<file path="src/rtl/irq_entry_seq_pkg.sv">
package irq_entry_seq_pkg;
  localparam int ADDR_W = 16;
  localparam int DATA_W = 8;
  localparam logic [ADDR_W-1:0] VEC_NMI = 16'hFFFA;
  localparam logic [ADDR_W-1:0] VEC_RST = 16'hFFFC;
  localparam logic [ADDR_W-1:0] VEC_IRQ = 16'hFFFE;
  localparam logic [DATA_W-1:0] STACK_PAGE = 8'h01;
  localparam logic [DATA_W-1:0] SP_POWER = 8'hFD;
  localparam logic [DATA_W-1:0] ST_POWER = 8'h24;
  localparam int BIT_I = 2;
  localparam int BIT_B = 4;
  localparam int BIT_U = 5;

  typedef enum logic [3:0] {
    S_IDLE, S_DUMMY1, S_DUMMY2, S_PUSH_HI, S_PUSH_LO, S_PUSH_ST,
    S_VEC_LO, S_VEC_HI, S_RST_LO, S_RST_HI, S_BOOT
  } seq_state_t;

  typedef enum logic [1:0] { K_IRQ, K_NMI, K_RST } vec_kind_t;

  typedef struct packed {
    logic      capCtx;
    logic      dummyRd;
    logic      pushHi;
    logic      pushLo;
    logic      pushSt;
    logic      vecLo;
    logic      vecHi;
    logic      commit;
    logic      hardRst;
    vec_kind_t kind;
  } strobe_t;
endpackage

</file>
<file path="src/rtl/irq_entry_poll.sv">
module irq_entry_poll #(
  parameter int SRC_W = 3
) (
  input  logic             clk,
  input  logic             rstN,
  input  logic             advance,
  input  logic             flush,
  input  logic             clrNmi,
  input  logic             nmiLevel,
  input  logic [SRC_W-1:0] irqSrc,
  input  logic             maskI,
  output logic             takeInt,
  output logic             nmiPend
);
  logic nmiPrevLvl, nmiLatch, runIrq, prevRunIrq, prevNmi;

  always_ff @(posedge clk or negedge rstN) begin
    if (!rstN) begin
      nmiPrevLvl <= 1'b0;
      nmiLatch   <= 1'b0;
      runIrq     <= 1'b0;
      prevRunIrq <= 1'b0;
      prevNmi    <= 1'b0;
    end else if (advance) begin
      if (flush) begin
        nmiPrevLvl <= 1'b0;
        nmiLatch   <= 1'b0;
        runIrq     <= 1'b0;
        prevRunIrq <= 1'b0;
        prevNmi    <= 1'b0;
      end else begin
        nmiPrevLvl <= nmiLevel;
        nmiLatch   <= (nmiLatch & ~clrNmi) | (nmiLevel & ~nmiPrevLvl);
        runIrq     <= (|irqSrc) & ~maskI;
        prevRunIrq <= runIrq;
        prevNmi    <= nmiLatch;
      end
    end
  end

  assign takeInt = prevRunIrq | prevNmi;
  assign nmiPend = nmiLatch;
endmodule

</file>
<file path="src/rtl/irq_entry_ctrl.sv">
module irq_entry_ctrl
  import irq_entry_seq_pkg::*;
#(
  parameter int BOOT_IDLE = 7
) (
  input  logic    clk,
  input  logic    rstN,
  input  logic    stall,
  input  logic    instrDone,
  input  logic    resetReq,
  input  logic    resetHard,
  input  logic    takeInt,
  input  logic    nmiPend,
  output strobe_t stb,
  output logic    clrNmi,
  output logic    flush,
  output logic    busy,
  output logic    intAck
);
  localparam int CNT_W = $clog2(BOOT_IDLE + 1);

  seq_state_t state, nxt;
  vec_kind_t  kind, nKind;
  logic       hard, nHard;
  logic [CNT_W-1:0] cnt, nCnt;

  always_comb begin
    nxt    = state;
    nKind  = kind;
    nHard  = hard;
    nCnt   = cnt;
    clrNmi = 1'b0;
    flush  = 1'b0;
    stb    = '0;
    stb.kind    = kind;
    stb.hardRst = hard;
    stb.dummyRd = (state == S_DUMMY1) || (state == S_DUMMY2);
    stb.pushHi  = (state == S_PUSH_HI);
    stb.pushLo  = (state == S_PUSH_LO);
    stb.pushSt  = (state == S_PUSH_ST);
    stb.vecLo   = (state == S_VEC_LO) || (state == S_RST_LO);
    stb.vecHi   = (state == S_VEC_HI) || (state == S_RST_HI);
    stb.commit  = stb.vecHi;
    if (!stall) begin
      if (resetReq) begin
        nxt        = S_RST_LO;
        nKind      = K_RST;
        nHard      = resetHard;
        flush      = 1'b1;
        stb.capCtx = 1'b1;
      end else begin
        case (state)
          S_IDLE: if (instrDone && takeInt) begin
            nxt        = S_DUMMY1;
            stb.capCtx = 1'b1;
          end
          S_DUMMY1:  nxt = S_DUMMY2;
          S_DUMMY2:  nxt = S_PUSH_HI;
          S_PUSH_HI: nxt = S_PUSH_LO;
          S_PUSH_LO: nxt = S_PUSH_ST;
          S_PUSH_ST: begin
            nxt    = S_VEC_LO;
            nKind  = nmiPend ? K_NMI : K_IRQ;
            clrNmi = nmiPend;
          end
          S_VEC_LO:  nxt = S_VEC_HI;
          S_VEC_HI:  nxt = S_IDLE;
          S_RST_LO:  nxt = S_RST_HI;
          S_RST_HI: begin
            nxt  = S_BOOT;
            nCnt = '0;
          end
          S_BOOT: begin
            if (cnt == CNT_W'(BOOT_IDLE - 1)) nxt = S_IDLE;
            else nCnt = cnt + 1'b1;
          end
          default: nxt = S_IDLE;
        endcase
      end
    end
  end

  always_ff @(posedge clk or negedge rstN) begin
    if (!rstN) begin
      state <= S_IDLE;
      kind  <= K_IRQ;
      hard  <= 1'b0;
      cnt   <= '0;
    end else begin
      state <= nxt;
      kind  <= nKind;
      hard  <= nHard;
      cnt   <= nCnt;
    end
  end

  assign busy   = (state != S_IDLE);
  assign intAck = (state == S_VEC_LO) && !stall;
endmodule

</file>
<file path="src/rtl/irq_entry_dp.sv">
module irq_entry_dp
  import irq_entry_seq_pkg::*;
(
  input  logic              clk,
  input  logic              rstN,
  input  logic              stall,
  input  strobe_t           stb,
  input  logic [ADDR_W-1:0] pcIn,
  input  logic [DATA_W-1:0] spIn,
  input  logic [DATA_W-1:0] statusIn,
  input  logic [DATA_W-1:0] busRData,
  output logic              busValid,
  output logic              busWrite,
  output logic [ADDR_W-1:0] busAddr,
  output logic [DATA_W-1:0] busWData,
  output logic [ADDR_W-1:0] pcOut,
  output logic [DATA_W-1:0] spOut,
  output logic [DATA_W-1:0] statusOut,
  output logic              archWe,
  output logic              clrRegs
);
  logic [ADDR_W-1:0] pcHold, vecBase;
  logic [DATA_W-1:0] spWork, stHold, vecLoReg, stPush;

  always_comb begin
    stPush        = stHold;
    stPush[BIT_U] = 1'b1;
    stPush[BIT_B] = 1'b0;
    case (stb.kind)
      K_NMI:   vecBase = VEC_NMI;
      K_RST:   vecBase = VEC_RST;
      default: vecBase = VEC_IRQ;
    endcase
    busValid = 1'b0;
    busWrite = 1'b0;
    busAddr  = '0;
    busWData = '0;
    if (stb.dummyRd) begin
      busValid = 1'b1;
      busAddr  = pcHold;
    end else if (stb.pushHi || stb.pushLo || stb.pushSt) begin
      busValid = 1'b1;
      busWrite = 1'b1;
      busAddr  = {STACK_PAGE, spWork};
      busWData = stb.pushHi ? pcHold[ADDR_W-1:DATA_W] :
                 stb.pushLo ? pcHold[DATA_W-1:0] : stPush;
    end else if (stb.vecLo || stb.vecHi) begin
      busValid = 1'b1;
      busAddr  = stb.vecHi ? (vecBase + 1'b1) : vecBase;
    end
  end

  always_ff @(posedge clk or negedge rstN) begin
    if (!rstN) begin
      pcHold    <= '0;
      spWork    <= '0;
      stHold    <= '0;
      vecLoReg  <= '0;
      pcOut     <= '0;
      spOut     <= '0;
      statusOut <= '0;
      archWe    <= 1'b0;
      clrRegs   <= 1'b0;
    end else begin
      archWe  <= 1'b0;
      clrRegs <= 1'b0;
      if (!stall) begin
        if (stb.capCtx) begin
          pcHold <= pcIn;
          spWork <= spIn;
          stHold <= statusIn;
        end
        if (stb.pushHi || stb.pushLo || stb.pushSt) spWork <= spWork - 1'b1;
        if (stb.vecLo) vecLoReg <= busRData;
        if (stb.commit) begin
          archWe <= 1'b1;
          pcOut  <= {busRData, vecLoReg};
          if (stb.kind == K_RST && stb.hardRst) begin
            spOut     <= SP_POWER;
            statusOut <= ST_POWER;
            clrRegs   <= 1'b1;
          end else begin
            spOut     <= (stb.kind == K_RST) ? spWork - 8'd3 : spWork;
            statusOut <= stHold | (DATA_W'(1) << BIT_I);
          end
        end
      end
    end
  end
endmodule

</file>
<file path="src/rtl/irq_entry_seq.sv">
module irq_entry_seq
  import irq_entry_seq_pkg::*;
#(
  parameter int SRC_W     = 3,
  parameter int BOOT_IDLE = 7
) (
  input  logic              clk,
  input  logic              rstN,
  input  logic              stall,
  input  logic              instrDone,
  input  logic              resetReq,
  input  logic              resetHard,
  input  logic              nmiLevel,
  input  logic [SRC_W-1:0]  irqSrc,
  input  logic [ADDR_W-1:0] pcIn,
  input  logic [DATA_W-1:0] spIn,
  input  logic [DATA_W-1:0] statusIn,
  input  logic [DATA_W-1:0] busRData,
  output logic              busValid,
  output logic              busWrite,
  output logic [ADDR_W-1:0] busAddr,
  output logic [DATA_W-1:0] busWData,
  output logic [ADDR_W-1:0] pcOut,
  output logic [DATA_W-1:0] spOut,
  output logic [DATA_W-1:0] statusOut,
  output logic              archWe,
  output logic              clrRegs,
  output logic              intAck,
  output logic              busy
);
  strobe_t stb;
  logic takeInt, nmiPend, clrNmi, flush;

  irq_entry_poll #(.SRC_W(SRC_W)) u_poll (
    .clk(clk), .rstN(rstN), .advance(!stall), .flush(flush), .clrNmi(clrNmi),
    .nmiLevel(nmiLevel), .irqSrc(irqSrc), .maskI(statusIn[BIT_I]),
    .takeInt(takeInt), .nmiPend(nmiPend)
  );

  irq_entry_ctrl #(.BOOT_IDLE(BOOT_IDLE)) u_ctrl (
    .clk(clk), .rstN(rstN), .stall(stall), .instrDone(instrDone),
    .resetReq(resetReq), .resetHard(resetHard), .takeInt(takeInt),
    .nmiPend(nmiPend), .stb(stb), .clrNmi(clrNmi), .flush(flush),
    .busy(busy), .intAck(intAck)
  );

  irq_entry_dp u_dp (
    .clk(clk), .rstN(rstN), .stall(stall), .stb(stb), .pcIn(pcIn),
    .spIn(spIn), .statusIn(statusIn), .busRData(busRData),
    .busValid(busValid), .busWrite(busWrite), .busAddr(busAddr),
    .busWData(busWData), .pcOut(pcOut), .spOut(spOut),
    .statusOut(statusOut), .archWe(archWe), .clrRegs(clrRegs)
  );
endmodule

</file>
<file path="config.mk">
export PLATFORM = sky130hd
export DESIGN_NAME = irq_entry_seq
export DESIGN_NICKNAME = d
export VERILOG_FILES = /design/src/rtl/irq_entry_seq_pkg.sv /design/src/rtl/irq_entry_poll.sv /design/src/rtl/irq_entry_ctrl.sv /design/src/rtl/irq_entry_dp.sv /design/src/rtl/irq_entry_seq.sv
export SDC_FILE = /design/constraint.sdc
export NUM_CORES = 1
export LEC_CHECK = 0
export CAP_MARGIN = 5
export CORE_UTILIZATION = 50
export DETAILED_ROUTE_END_ITERATION = 10
export HOLD_SLACK_MARGIN = 0.06
export PLACE_DENSITY = 0.81
export SLEW_MARGIN = 20
export SYNTH_ARGS = -nofsm -noshare
export SYNTH_HDL_FRONTEND = slang
export SYNTH_HIERARCHICAL = 1
export SYNTH_SLANG_ARGS = --single-unit
</file>
<file path="constraint.sdc">
create_clock -name clk -period 3.2 [get_ports clk]
set_clock_uncertainty 0.05 [all_clocks]
set_input_delay 0.8 -clock clk [delete_from_list [all_inputs] [get_ports clk]]
set_output_delay 0.8 -clock clk [all_outputs]
set_load 0.01 [all_outputs]
</file>
Word-level counts from Yosys, hierarchy flattened
Index checks and enable logic that the tools add are counted.

storage, ports and cells
  output and inout bits = 62
  register bits = 89
  input port bits = 50

operators by class
  equality and inequality tests = 16
  multiplexer cells = 47
  reductions and logical operators = 24
  bitwise logic cells = 10
  add/subtract/negate cells = 4

operator list
  operator               count
  $mux W8                9
  $mux W16               4
  $pmux W4 S10           1
  $mux W1                25
  $eq A4 B3 Y1 const B   4
  $eq A4 B4 Y1 const B   3
  $mux W4                3
  $pmux W3 S2            2
  $reduce_and A2 Y1      6
  $eq A4 B2 Y1 const B   2
  $sub A8 B1 Y8 const B  1
  $sub A8 B2 Y8 const B  1
  $logic_or A1 B1 Y1     6
  $ne A3 B2 Y1 const B   2
  $reduce_bool A2 Y1     3
  $add A4 B2 Y5 const B  1
  $not A1 Y1             5
  $eq A4 B1 Y1 const B   1
  $logic_not A4 Y1       1
  $mux W2                2
  $reduce_and A4 Y1      1
  $reduce_bool A4 Y1     1
  $add A3 B1 Y3 const B  1
  $and A1 B1 Y1          3
  10 further kinds       13

Depth between registers and ports, before layout
Gate-level depths: netlist (run 1).

  depth in word-level cells = 8
  gate-level depth with buffers = 10

Modules after synthesis
The synthesis (run 1) kept the hierarchy.

by module, submodules not included
  module          seq. area each (um^2)  area an instance (um^2)  times used  cells each
  irq_entry_dp    1,851.8                3,477.1                  1           360
  irq_entry_ctrl  250.2                  755.7                    1           81
  irq_entry_poll  125.1                  252.7                    1           24
  irq_entry_seq   0.0                    3.8                      1           1

Worst setup path before layout (run 1)
No wires, ideal clock.

  path type = register -> output
  start point = reg u_ctrl.state[1]
  end point = out busAddr[1]
  stages on the path, launching flop included = 10
  path slack = 0.264 ns
  path buffers = 4
  required time = 2.350 ns
  arrival = 2.086 ns
  cell sequence = dfrtp_1 buf_2 nand2_1 nor3_2 buf_6 or3_1 buf_6 or3_1 buf_2 o221ai_1

RTL lines
  element                 line                  source
  start, declared         irq_entry_ctrl.sv:22  seq_state_t state, nxt;
  start signal, assigned  irq_entry_ctrl.sv:90  state <= nxt;
  end, declared           irq_entry_seq.sv:21   output logic [ADDR_W-1:0] busAddr,

==> results of run 1 <==
## path summary, 6_finish.rpt
check / cells past startpoint / endpoint / slack (ns) / startpoint
worst max-delay path: 9 / busAddr[2] / -0.08 / u_ctrl/state[2]
worst min-delay path: 1 / u_dp/pcOut[5] / 0.37 / rstN
worst max register to register: 10 / u_dp/clrRegs / 0.85 / u_ctrl/state[2]
worst min register to register: 2 / u_dp/pcOut[4] / 0.43 / u_dp/vecLoReg[4]
max in group asynchronous: 2 / u_dp/spWork[0] / 2.08 / rstN
min in group clk: 2 / u_dp/pcOut[4] / 0.43 / u_dp/vecLoReg[4]
## synthesized netlist by cell type (all sizes together), types with 3 or more instances
master and count:
a211oi 3, a21oi 31, a22o 7, a31oi 3, and2b 4, buf 15
clkbuf 19, dfrtp 89, ha 4, inv 18, mux2 30, mux2i 8
nand2 89, nand2b 5, nand3 5, nand3b 4, nor2 40, nor2b 7
nor3 8, nor3b 5, nor4 4, o211ai 5, o21ai 22, xnor2 3
xor2 5
## cell families (layout without fill, tap and decap cells)
group	after synthesis	after routing	synth area share
mux	38	38	0.09309
buf+inv	53	186	0.05685
flops	89	89	0.4961
fa+ha+maj	4	4	0.01115
simple gates	183	183	0.1973
xor+xnor	8	8	0.01561
compound gates	91	91	0.1299
## per-layer routing
layer,routed length (microns),up-vias,track usage,share of wire
li1,-,1835,-,-
met1,5293,1934,0.3638,0.44
met2,5770,154,0.4290,0.48
met3,729,14,0.05636,0.061
met4,133,0,0.06544,0.011
met5,0,-,0,0
## worst reg2reg max path, stage by stage, from the launching register on
cell	delay, ns
dfrtp_1	0.44
buf_6	0.14
and2b_1	0.19
mux2i_1	0.19
nor2_1	0.09
buf_4	0.13
buf_4	0.12
nand2b_1	0.09
clkinv_1	0.30
buf_4	0.32
and3_1	0.19
## what timing repair did
action,CTS,global route
setup buffers,3,5
endpoints found under the setup margin,24,20
pin swaps,3,5
resized for setup,57,29
hold buffers,0,0
## sequential cells by signal (all words and copies together), names as in the netlist
register and flops:
u_dp/spWork 8, u_poll/nmiPrevLvl 1, u_poll/prevRunIrq 1, u_poll/prevNmi 1, u_ctrl/hard 1, u_dp/clrRegs 1
u_dp/vecLoReg 8, u_dp/stHold 8, u_dp/archWe 1, u_ctrl/kind 2, u_ctrl/state 4, u_poll/runIrq 1
u_dp/spOut 8, u_poll/nmiPend 1, u_dp/pcHold 16, u_dp/statusOut 8, u_dp/pcOut 16, u_ctrl/cnt 3
## power by group
part	switching (mW)	total, mW	internal, mW	leakage [nW]
Sequential	0.275	1.76	1.49	1.07
Clock	0.460	0.765	0.305	0.0931
Combinational	1.23	2.49	1.27	1.57
Total	1.96	5.02	3.06	2.73
## metrics by stage
stage / utilization / setup WS [ns] / instance area, sq um / hold WS [ns] / setup TNS (ns)
finish: 0.6917 / -0.07830 / 6032 / 0.3711 / -0.2359
global route: 0.6917 / -0.1800 / 6032 / 0.4121 / -1.300
CTS: 0.6905 / 0.007518 / 6022 / 0.4002 / 0
detailed placement: 0.6667 / -0.05508 / 5814 / 0.4069 / -0.1882
global placement: 0.6667 / 0.008689 / 5814 / 0.3919 / 0
floorplan: - / 0.2641 / 4489 / 0.3848 / 0
## area by class of cell
cell class | count | area share
Clock inverter | 7 | 0.01182
Sequential cell | 89 | 0.3692
Multi-Input combinational cell | 324 | 0.3385
Tap cell | 108 | 0.02240
Inverter | 19 | 0.01182
Timing Repair Buffer | 151 | 0.2257
Clock buffer | 9 | 0.02054
==> results.ini, run 1 <==
[status]
status=finished with violations
violations=negative setup slack

[synth]
synth-edff-count=0
synthTopCellsByArea=dfrtp_1 50%, mux2_2 7.5%, nand2_1 7.4%
synth-seq-cells=89
yosysSeqAreaShare=0.4961
avgSynthCellArea_sq_um=9.634
synth_top_cell_by_area=dfrtp_1
async_reset_ff_frac=1.000
yosysTopAreaCellShare=0.4961
synth_cell_types=59
yosys_warnings=6
synthCells=466
syn_area_sq_mm=0.004489
synth-main-ff-cell=dfrtp_1
syn-num-nets=520

[critical_path]
arrival_ns=2.43
worst_ep_required_time_ns=2.35
crit_chain=buf_6 > and2b_1 > mux2i_1 > nor2_1 > nor2_2 > or3_4 > a21oi_2 > a221o_1 > buf_2
cp_slowest_stage_delay_ns=0.44
crit_buf_inv=2
crit_fanout=7
slowest_stage=dfrtp_1
endpoint_kind=primary output
cp_top_family=simple AND/OR/NAND/NOR gates
startpoint_type=flip-flop
criticalPathCategory=reg -> out

[timing]
relSlewSlack=0.6120
worst_slack_ns=-0.07830
fmax_mhz=305.0
setup_violations=6
hold_viol=0
period_share=1.024
period_needed_ns=3.278
tightestPinTransition_ns=0.5819
rsz0062_at_grt=true
maxSlewViolCount=0

[cts]
clk_latency_ns=0.37
cts_tree=built
cts_sinks=89
cts_made_buffers=9
htreeDepth=3
clockBufferDepth=2
cts.clk_slew.worst_paths_ns=0.10
cts_root_buffer=clkbuf_8

[power_and_ir_drop]
vdd_drop_max_mv=0.3794
leakagePower_nw=2.732
p_per_area_mw_per_mm2=832.0
power_mw=5.019

[drt]
vias=3937
wl_microns=11930
first_pass_iters=4
routed_via_density=5.569
ant_nets=0
drt-initial-drc-count=167
avgRoutedWirePerCell_microns=16.87
drcViolationCount=0

[run]
drv_cap=0

[final_layout]
drive_gt1_frac=0.2003
syn_to_final_growth_pct=34.36
final_common_cell=dfrtp_1
seq_area_sq_mm=0.002227
layout.cells.non_filler=707
multiInputGateArea_sq_mm=0.002042
antenna_cells=0
fillCellCount=677
layout_common_cells=89 x dfrtp_1, 87 x nand2_1, 84 x clkdlybuf4s50_1
fin_nets=648

[global_route]
grt_overflow=0
track_usage=0.2644
grt_pass1_vias=3868
grt_antenna_before_repair=0
grt_max_degree=47
grt_pass1_wl_microns=19740

[placement]
hpwlAfterDp_microns=8658
dp_cells=683
gp_congestion=0.8728
port_buffers=111

[floorplan]
dieArea_sq_mm=0.009362
coreArea_sq_mm=0.008721
io_pins=112
rows=34
initial_core_util=0.5148
dieWidth_microns=96.76
die_h_microns=96.76

[worst_hold_path]
hold_path_class=in -> async

Power figures use the tool's default switching activity.
==> run 2: changes to the inputs <==
--- a/config.mk
+++ b/config.mk
@@ -10,6 +10,7 @@
 export DETAILED_ROUTE_END_ITERATION = 10
 export HOLD_SLACK_MARGIN = 0.06
 export PLACE_DENSITY = 0.81
+export SKIP_LAST_GASP = 1
 export SLEW_MARGIN = 20
 export SYNTH_ARGS = -nofsm -noshare
 export SYNTH_HDL_FRONTEND = slang
==> run 2 against run 1 <==
Effect of this change:
- the flow still finishes with violations (negative setup slack)
- count of clock-buffer cells in the layout unchanged
- power fell by 0.29%
- wire length decreased by 0.39%
- largest cell class unchanged
==> results.ini, run 2 (synthesis results as in run 1) <==
[floorplan]
rows=34  ; unchanged
coreArea_sq_mm=0.008721  ; unchanged
die_h_microns=96.76  ; unchanged
io_pins=112  ; unchanged
initial_core_util=0.5148  ; unchanged
dieArea_sq_mm=0.009362  ; unchanged
dieWidth_microns=96.76  ; unchanged

[cts]
cts.clk_slew.worst_paths_ns=0.10  ; about the same
hold_buffers=0  ; unchanged
cts_sinks=89  ; unchanged
cts_root_buffer=clkbuf_8
cts_tree=built
clk_latency_ns=0.37  ; about the same
cts_made_buffers=9  ; unchanged
htreeDepth=3  ; unchanged
clockBufferDepth=2  ; unchanged

[placement]
dp_cells=683  ; unchanged
post_dp_cell_area_sq_mm=0.005814  ; unchanged
hpwlAfterDp_microns=8658  ; unchanged
gp_congestion=0.8728  ; unchanged
port_buffers=111  ; unchanged

[global_route]
grt_pass1_wl_microns=19800  ; +0.28%
track_usage=0.2649  ; +0.0004724
grt_overflow=0  ; unchanged
grt_antenna_before_repair=0  ; unchanged
grt_max_degree=47  ; unchanged
grt_pass1_vias=3864  ; -0.10%

[power_and_ir_drop]
leakagePower_nw=2.715  ; -0.64%
switching_share=0.3911  ; about the same
p_int_mw=3.047  ; -0.33%
p_per_area_mw_per_mm2=831.0  ; -0.12%
seq_power_share=0.352  ; about the same
power_mw=5.004  ; -0.29%
p_clk_frac=0.153  ; about the same
pwr-share-comb=0.495  ; -0.002
p_sw_mw=1.957  ; -0.23%
vdd_drop_max_mv=0.3998  ; +5.4%

[critical_path]
startpoint_type=flip-flop
worst_ep_required_time_ns=2.35  ; about the same
arrival_ns=2.41  ; -0.02 ns
crit_fanout=7  ; unchanged
endpoint_kind=primary output
criticalPathCategory=reg -> out

[timing]
setup_violations=5  ; -1
whs_ns=0.3692  ; -0.001888 ns
tightestPinTransition_ns=0.5875  ; +0.005609 ns
period_share=1.019  ; -0.005506
hold_viol=0  ; unchanged
period_needed_ns=3.261  ; -0.01762 ns
fmax_mhz=306.7  ; +0.54%
worst_slack_ns=-0.06068  ; +0.01762 ns
setup_tns_ns=-0.1879  ; +0.04802 ns
relSlewSlack=0.6083  ; -0.003739
maxSlewViolCount=0  ; unchanged
rsz0062_at_grt=true

[final_layout]
final_area_sq_mm=0.006022  ; -0.17%
drive_gt1_frac=0.1990  ; -0.001337
seq_area_sq_mm=0.002227  ; unchanged
final_common_cell=dfrtp_1
fin_nets=647  ; -0.15%
antenna_cells=0  ; unchanged
syn_to_final_growth_pct=34.14
multiInputGateArea_sq_mm=0.002042  ; unchanged
layout_common_cells=89 x dfrtp_1, 87 x nand2_1, 85 x clkdlybuf4s50_1
reg.largest.list=u_dp/pcHold (16), u_dp/pcOut (16)
fillCellCount=675  ; -0.30%
layout.cells.non_filler=706  ; -0.14%

[drt]
avgRoutedWirePerCell_microns=16.83  ; -0.24%
wl_microns=11880  ; -0.39%
vias=3904  ; -0.84%
ant_nets=0  ; unchanged
first_pass_iters=5  ; +1
drt-initial-drc-count=162  ; -3.0%
routed_via_density=5.530  ; -0.70%
drcViolationCount=0  ; unchanged

[status]
status=finished with violations
violations=negative setup slack

[worst_hold_path]
hold_path_class=in -> async

[run]
drv_cap=0  ; unchanged

## run 2: final timing paths
path	from	to	slack, ns	cells past startpoint
min in group clk	u_dp/vecLoReg[6]	u_dp/pcOut[6]	0.43	2
hold / removal	rstN	u_dp/pcOut[5]	0.37	1
hold reg to reg	u_dp/vecLoReg[6]	u_dp/pcOut[6]	0.43	2
setup reg to reg	u_ctrl/state[3]	u_dp/clrRegs	0.87	10
max in group asynchronous	rstN	u_dp/spWork[0]	2.08	2
setup / recovery	u_ctrl/state[2]	busAddr[2]	-0.06	9
## run 2: stage by stage
step	utilization	setup WS (ns)
after global placement	0.6667	0.008689
after global routing	0.6905	-0.1666
after detailed placement	0.6667	-0.05508
final	0.6905	-0.06068
after CTS	0.6902	-0.1505
after floorplan	-	0.2641
## run 2: area by class of cell
type	instances	share of cell area
inverter	19	0.01184
timing repair buffer	150	0.2244
clock buffer	9	0.02057
clock inverter	7	0.01184
sequential	89	0.3698
multi-input combinational	324	0.3391
tap	108	0.02244
## run 2: power groups by stage
stage          Sequential [mW]  Clock, mW  Combinational (mW)
2_1_floorplan             1.78          0                1.22
3_3_place_gp              1.76          0                2.46
3_5_place_dp              1.78          0                2.53
4_1_cts                   1.76      0.774                2.46
5_1_grt                   1.81      0.823                2.68
6_report                  1.76      0.766                2.48
## run 2: layer usage
metal / global-route usage / wire [microns] / vias up
li1: - / - / 1836
met1: 0.3628 / 5300 / 1910
met2: 0.4334 / 5674 / 142
met3: 0.05636 / 730 / 16
met4: 0.06200 / 176 / 0
met5: 0 / 0 / -
## run 2: repair_timing
item | CTS | global route
setup endpoints to repair | 24 | 20
pin swaps | 2 | 6
setup buffers | 3 | 4
resized for setup | 51 | 34
## run 2: critical path: stages, from the launching register on
cell and delay (ns):
dfrtp_1 0.44, buf_6 0.15, and2b_1 0.20, mux2i_1 0.09, nor2_1 0.22, nor2_2 0.07
or3_4 0.44, a21oi_2 0.14, a221o_1 0.16, buf_2 0.14
==> run 3: changes to the inputs <==
--- a/config.mk
+++ b/config.mk
@@ -8,8 +8,9 @@
 export CAP_MARGIN = 5
 export CORE_UTILIZATION = 50
 export DETAILED_ROUTE_END_ITERATION = 10
+export GPL_ROUTABILITY_DRIVEN = 1
 export HOLD_SLACK_MARGIN = 0.06
-export PLACE_DENSITY = 0.81
+export PLACE_DENSITY = 0.86
 export SKIP_LAST_GASP = 1
 export SLEW_MARGIN = 20
 export SYNTH_ARGS = -nofsm -noshare
==> run 3 against run 2 <==
Effect of this change:
- the flow still finishes with violations (negative setup slack)
- power increased by 0.82%
- register-to-register slack lost 0.02 ns
- count of clock-buffer cells in the layout unchanged
- die area unchanged
- flip-flop and latch count is the same
- maximum frequency is 1.3% higher
- setup slack improved by 0.041 ns
- critical path depth fell by 2
- clock power increased by 0.9%
- highest routed layer unchanged
==> results.ini, run 3 (synthesis results as in run 1) <==
[timing]
rsz0062_at_grt=true
hold_viol=0  ; unchanged
setup_tns_ns=-0.03127  ; +0.1566 ns
maxSlewViolCount=0  ; unchanged
period_needed_ns=3.220  ; -0.04076 ns
period_share=1.006  ; -0.01274
tightestPinTransition_ns=0.6718  ; +0.08429 ns
fmax_mhz=310.6  ; +1.3%
relSlewSlack=0.5521  ; -0.05620
setup_violations=2  ; -3
worst_slack_ns=-0.01993  ; +0.04076 ns

[cts]
cts.clk_slew.worst_paths_ns=0.10  ; about the same
hold_buffers=0  ; unchanged
cts_made_buffers=9  ; unchanged
cts_root_buffer=clkbuf_8
clockBufferDepth=2  ; unchanged
cts_tree=built
clk_latency_ns=0.37  ; about the same
cts_sinks=89  ; unchanged
htreeDepth=3  ; unchanged

[status]
status=finished with violations
violations=negative setup slack

[floorplan]
rows=34  ; unchanged
dieArea_sq_mm=0.009362  ; unchanged
die_h_microns=96.76  ; unchanged
initial_core_util=0.5148  ; unchanged
dieWidth_microns=96.76  ; unchanged
io_pins=112  ; unchanged
coreArea_sq_mm=0.008721  ; unchanged

[global_route]
grt_pass1_vias=3927  ; +1.6%
grt_pass1_wl_microns=19260  ; -2.7%
track_usage=0.2561  ; -0.008746
grt_overflow=0  ; unchanged
grt_max_degree=50  ; +6.4%
grt_antenna_before_repair=0  ; unchanged

[drt]
wl_microns=12190  ; +2.6%
vias=4048  ; +3.7%
drt-initial-drc-count=226  ; +40%
wl_met1_microns=5057  ; -4.6%
dr.max_layer_used=met4
routed_via_density=5.734  ; +3.7%
ant_nets=0  ; unchanged
first_pass_iters=5  ; unchanged
wl_met3_microns=818  ; +12%
wl_met2_microns=5986  ; +5.5%
avgRoutedWirePerCell_microns=17.27  ; +2.6%
drcViolationCount=0  ; unchanged

[power_and_ir_drop]
vdd_drop_max_mv=0.6397  ; +60%
leakagePower_nw=2.729  ; +0.53%
p_per_area_mw_per_mm2=830.7  ; about the same
power_mw=5.045  ; +0.82%

[final_layout]
final_common_cell=dfrtp_1
layout_common_cells=89 x dfrtp_1, 87 x nand2_1, 86 x clkdlybuf4s50_1
syn_to_final_growth_pct=35.28
drive_gt1_frac=0.1973  ; -0.001672
final_core_util=0.6964  ; +0.005882
reg.largest.list=u_dp/pcHold (16), u_dp/pcOut (16)
fin_nets=647  ; unchanged
antenna_cells=0  ; unchanged

[critical_path]
crit_fanout=10  ; +3
worst_ep_required_time_ns=2.35  ; about the same
criticalPathCategory=reg -> out
endpoint_kind=primary output
arrival_ns=2.37  ; -0.04 ns
startpoint_type=flip-flop

[placement]
port_buffers=111  ; unchanged
gp_congestion=0.9222  ; +5.7%
hpwlAfterDp_microns=8394  ; -3.0%

[run]
drv_cap=0  ; unchanged

[worst_hold_path]
hold_path_class=in -> async

-- run 3: cell type report --
cell class	instances	area, sq um
Sequential cell	89	2227
Fill cell	674	2648
Clock buffer	9	123.9
Tap cell	108	135.1
Multi-Input combinational cell	324	2061
Timing Repair Buffer	150	1380
Clock inverter	7	75.07
Inverter	19	71.32
-- run 3: through the flow --
step	hold WS, ns	setup slack, ns	std cells	area, sq um
6_report	0.3964	-0.01993	706	6073
3_5_place_dp	0.4067	-0.008673	679	5797
3_3_place_gp	0.3913	0.05611	679	5797
4_1_cts	0.4152	-0.08015	696	6005
5_1_grt	0.4528	-0.1440	706	6073
2_1_floorplan	0.3848	0.2641	466	4489
-- run 3: repair_timing --
item                                    CTS  global route
cloned                                    0             1
pin swaps                                 0             4
setup buffers                             1             9
resized for setup                        38            39
endpoints found under the setup margin   24            20
-- run 3: worst paths after layout --
kind / from / to / slack, ns / cells after the start
max: u_ctrl/state[1] / busAddr[7] / -0.02 / 7
min: rstN / u_dp/pcOut[14] / 0.40 / 1
max reg2reg: u_ctrl/state[2] / u_dp/pcHold[0] / 0.85 / 8
min reg2reg: u_dp/vecLoReg[2] / u_dp/pcOut[2] / 0.42 / 2
max in group asynchronous: rstN / u_dp/statusOut[7] / 2.01 / 2
min in group clk: u_dp/vecLoReg[2] / u_dp/pcOut[2] / 0.42 / 2
-- run 3: worst max-delay path, cell delays in order, from the launching register on --
cell and delay [ns]:
dfrtp_1 0.41, buf_4 0.17, nor3_2 0.31, buf_6 0.22
buf_4 0.14, nor3_4 0.06, o311ai_0 0.47, buf_2 0.23
-- run 3: power breakdown --
group	total [mW]	internal [mW]	switching, mW
logic	2.51	1.28	1.23
registers	1.76	1.49	0.274
clock network	0.773	0.308	0.466
total	5.04	3.08	1.97
-- run 3: per-layer routing --
layer | vias up | track usage
met5 | - | 0
met4 | 0 | 0.09644
met3 | 41 | 0.05347
met2 | 194 | 0.4280
met1 | 1975 | 0.3280
li1 | 1838 | -
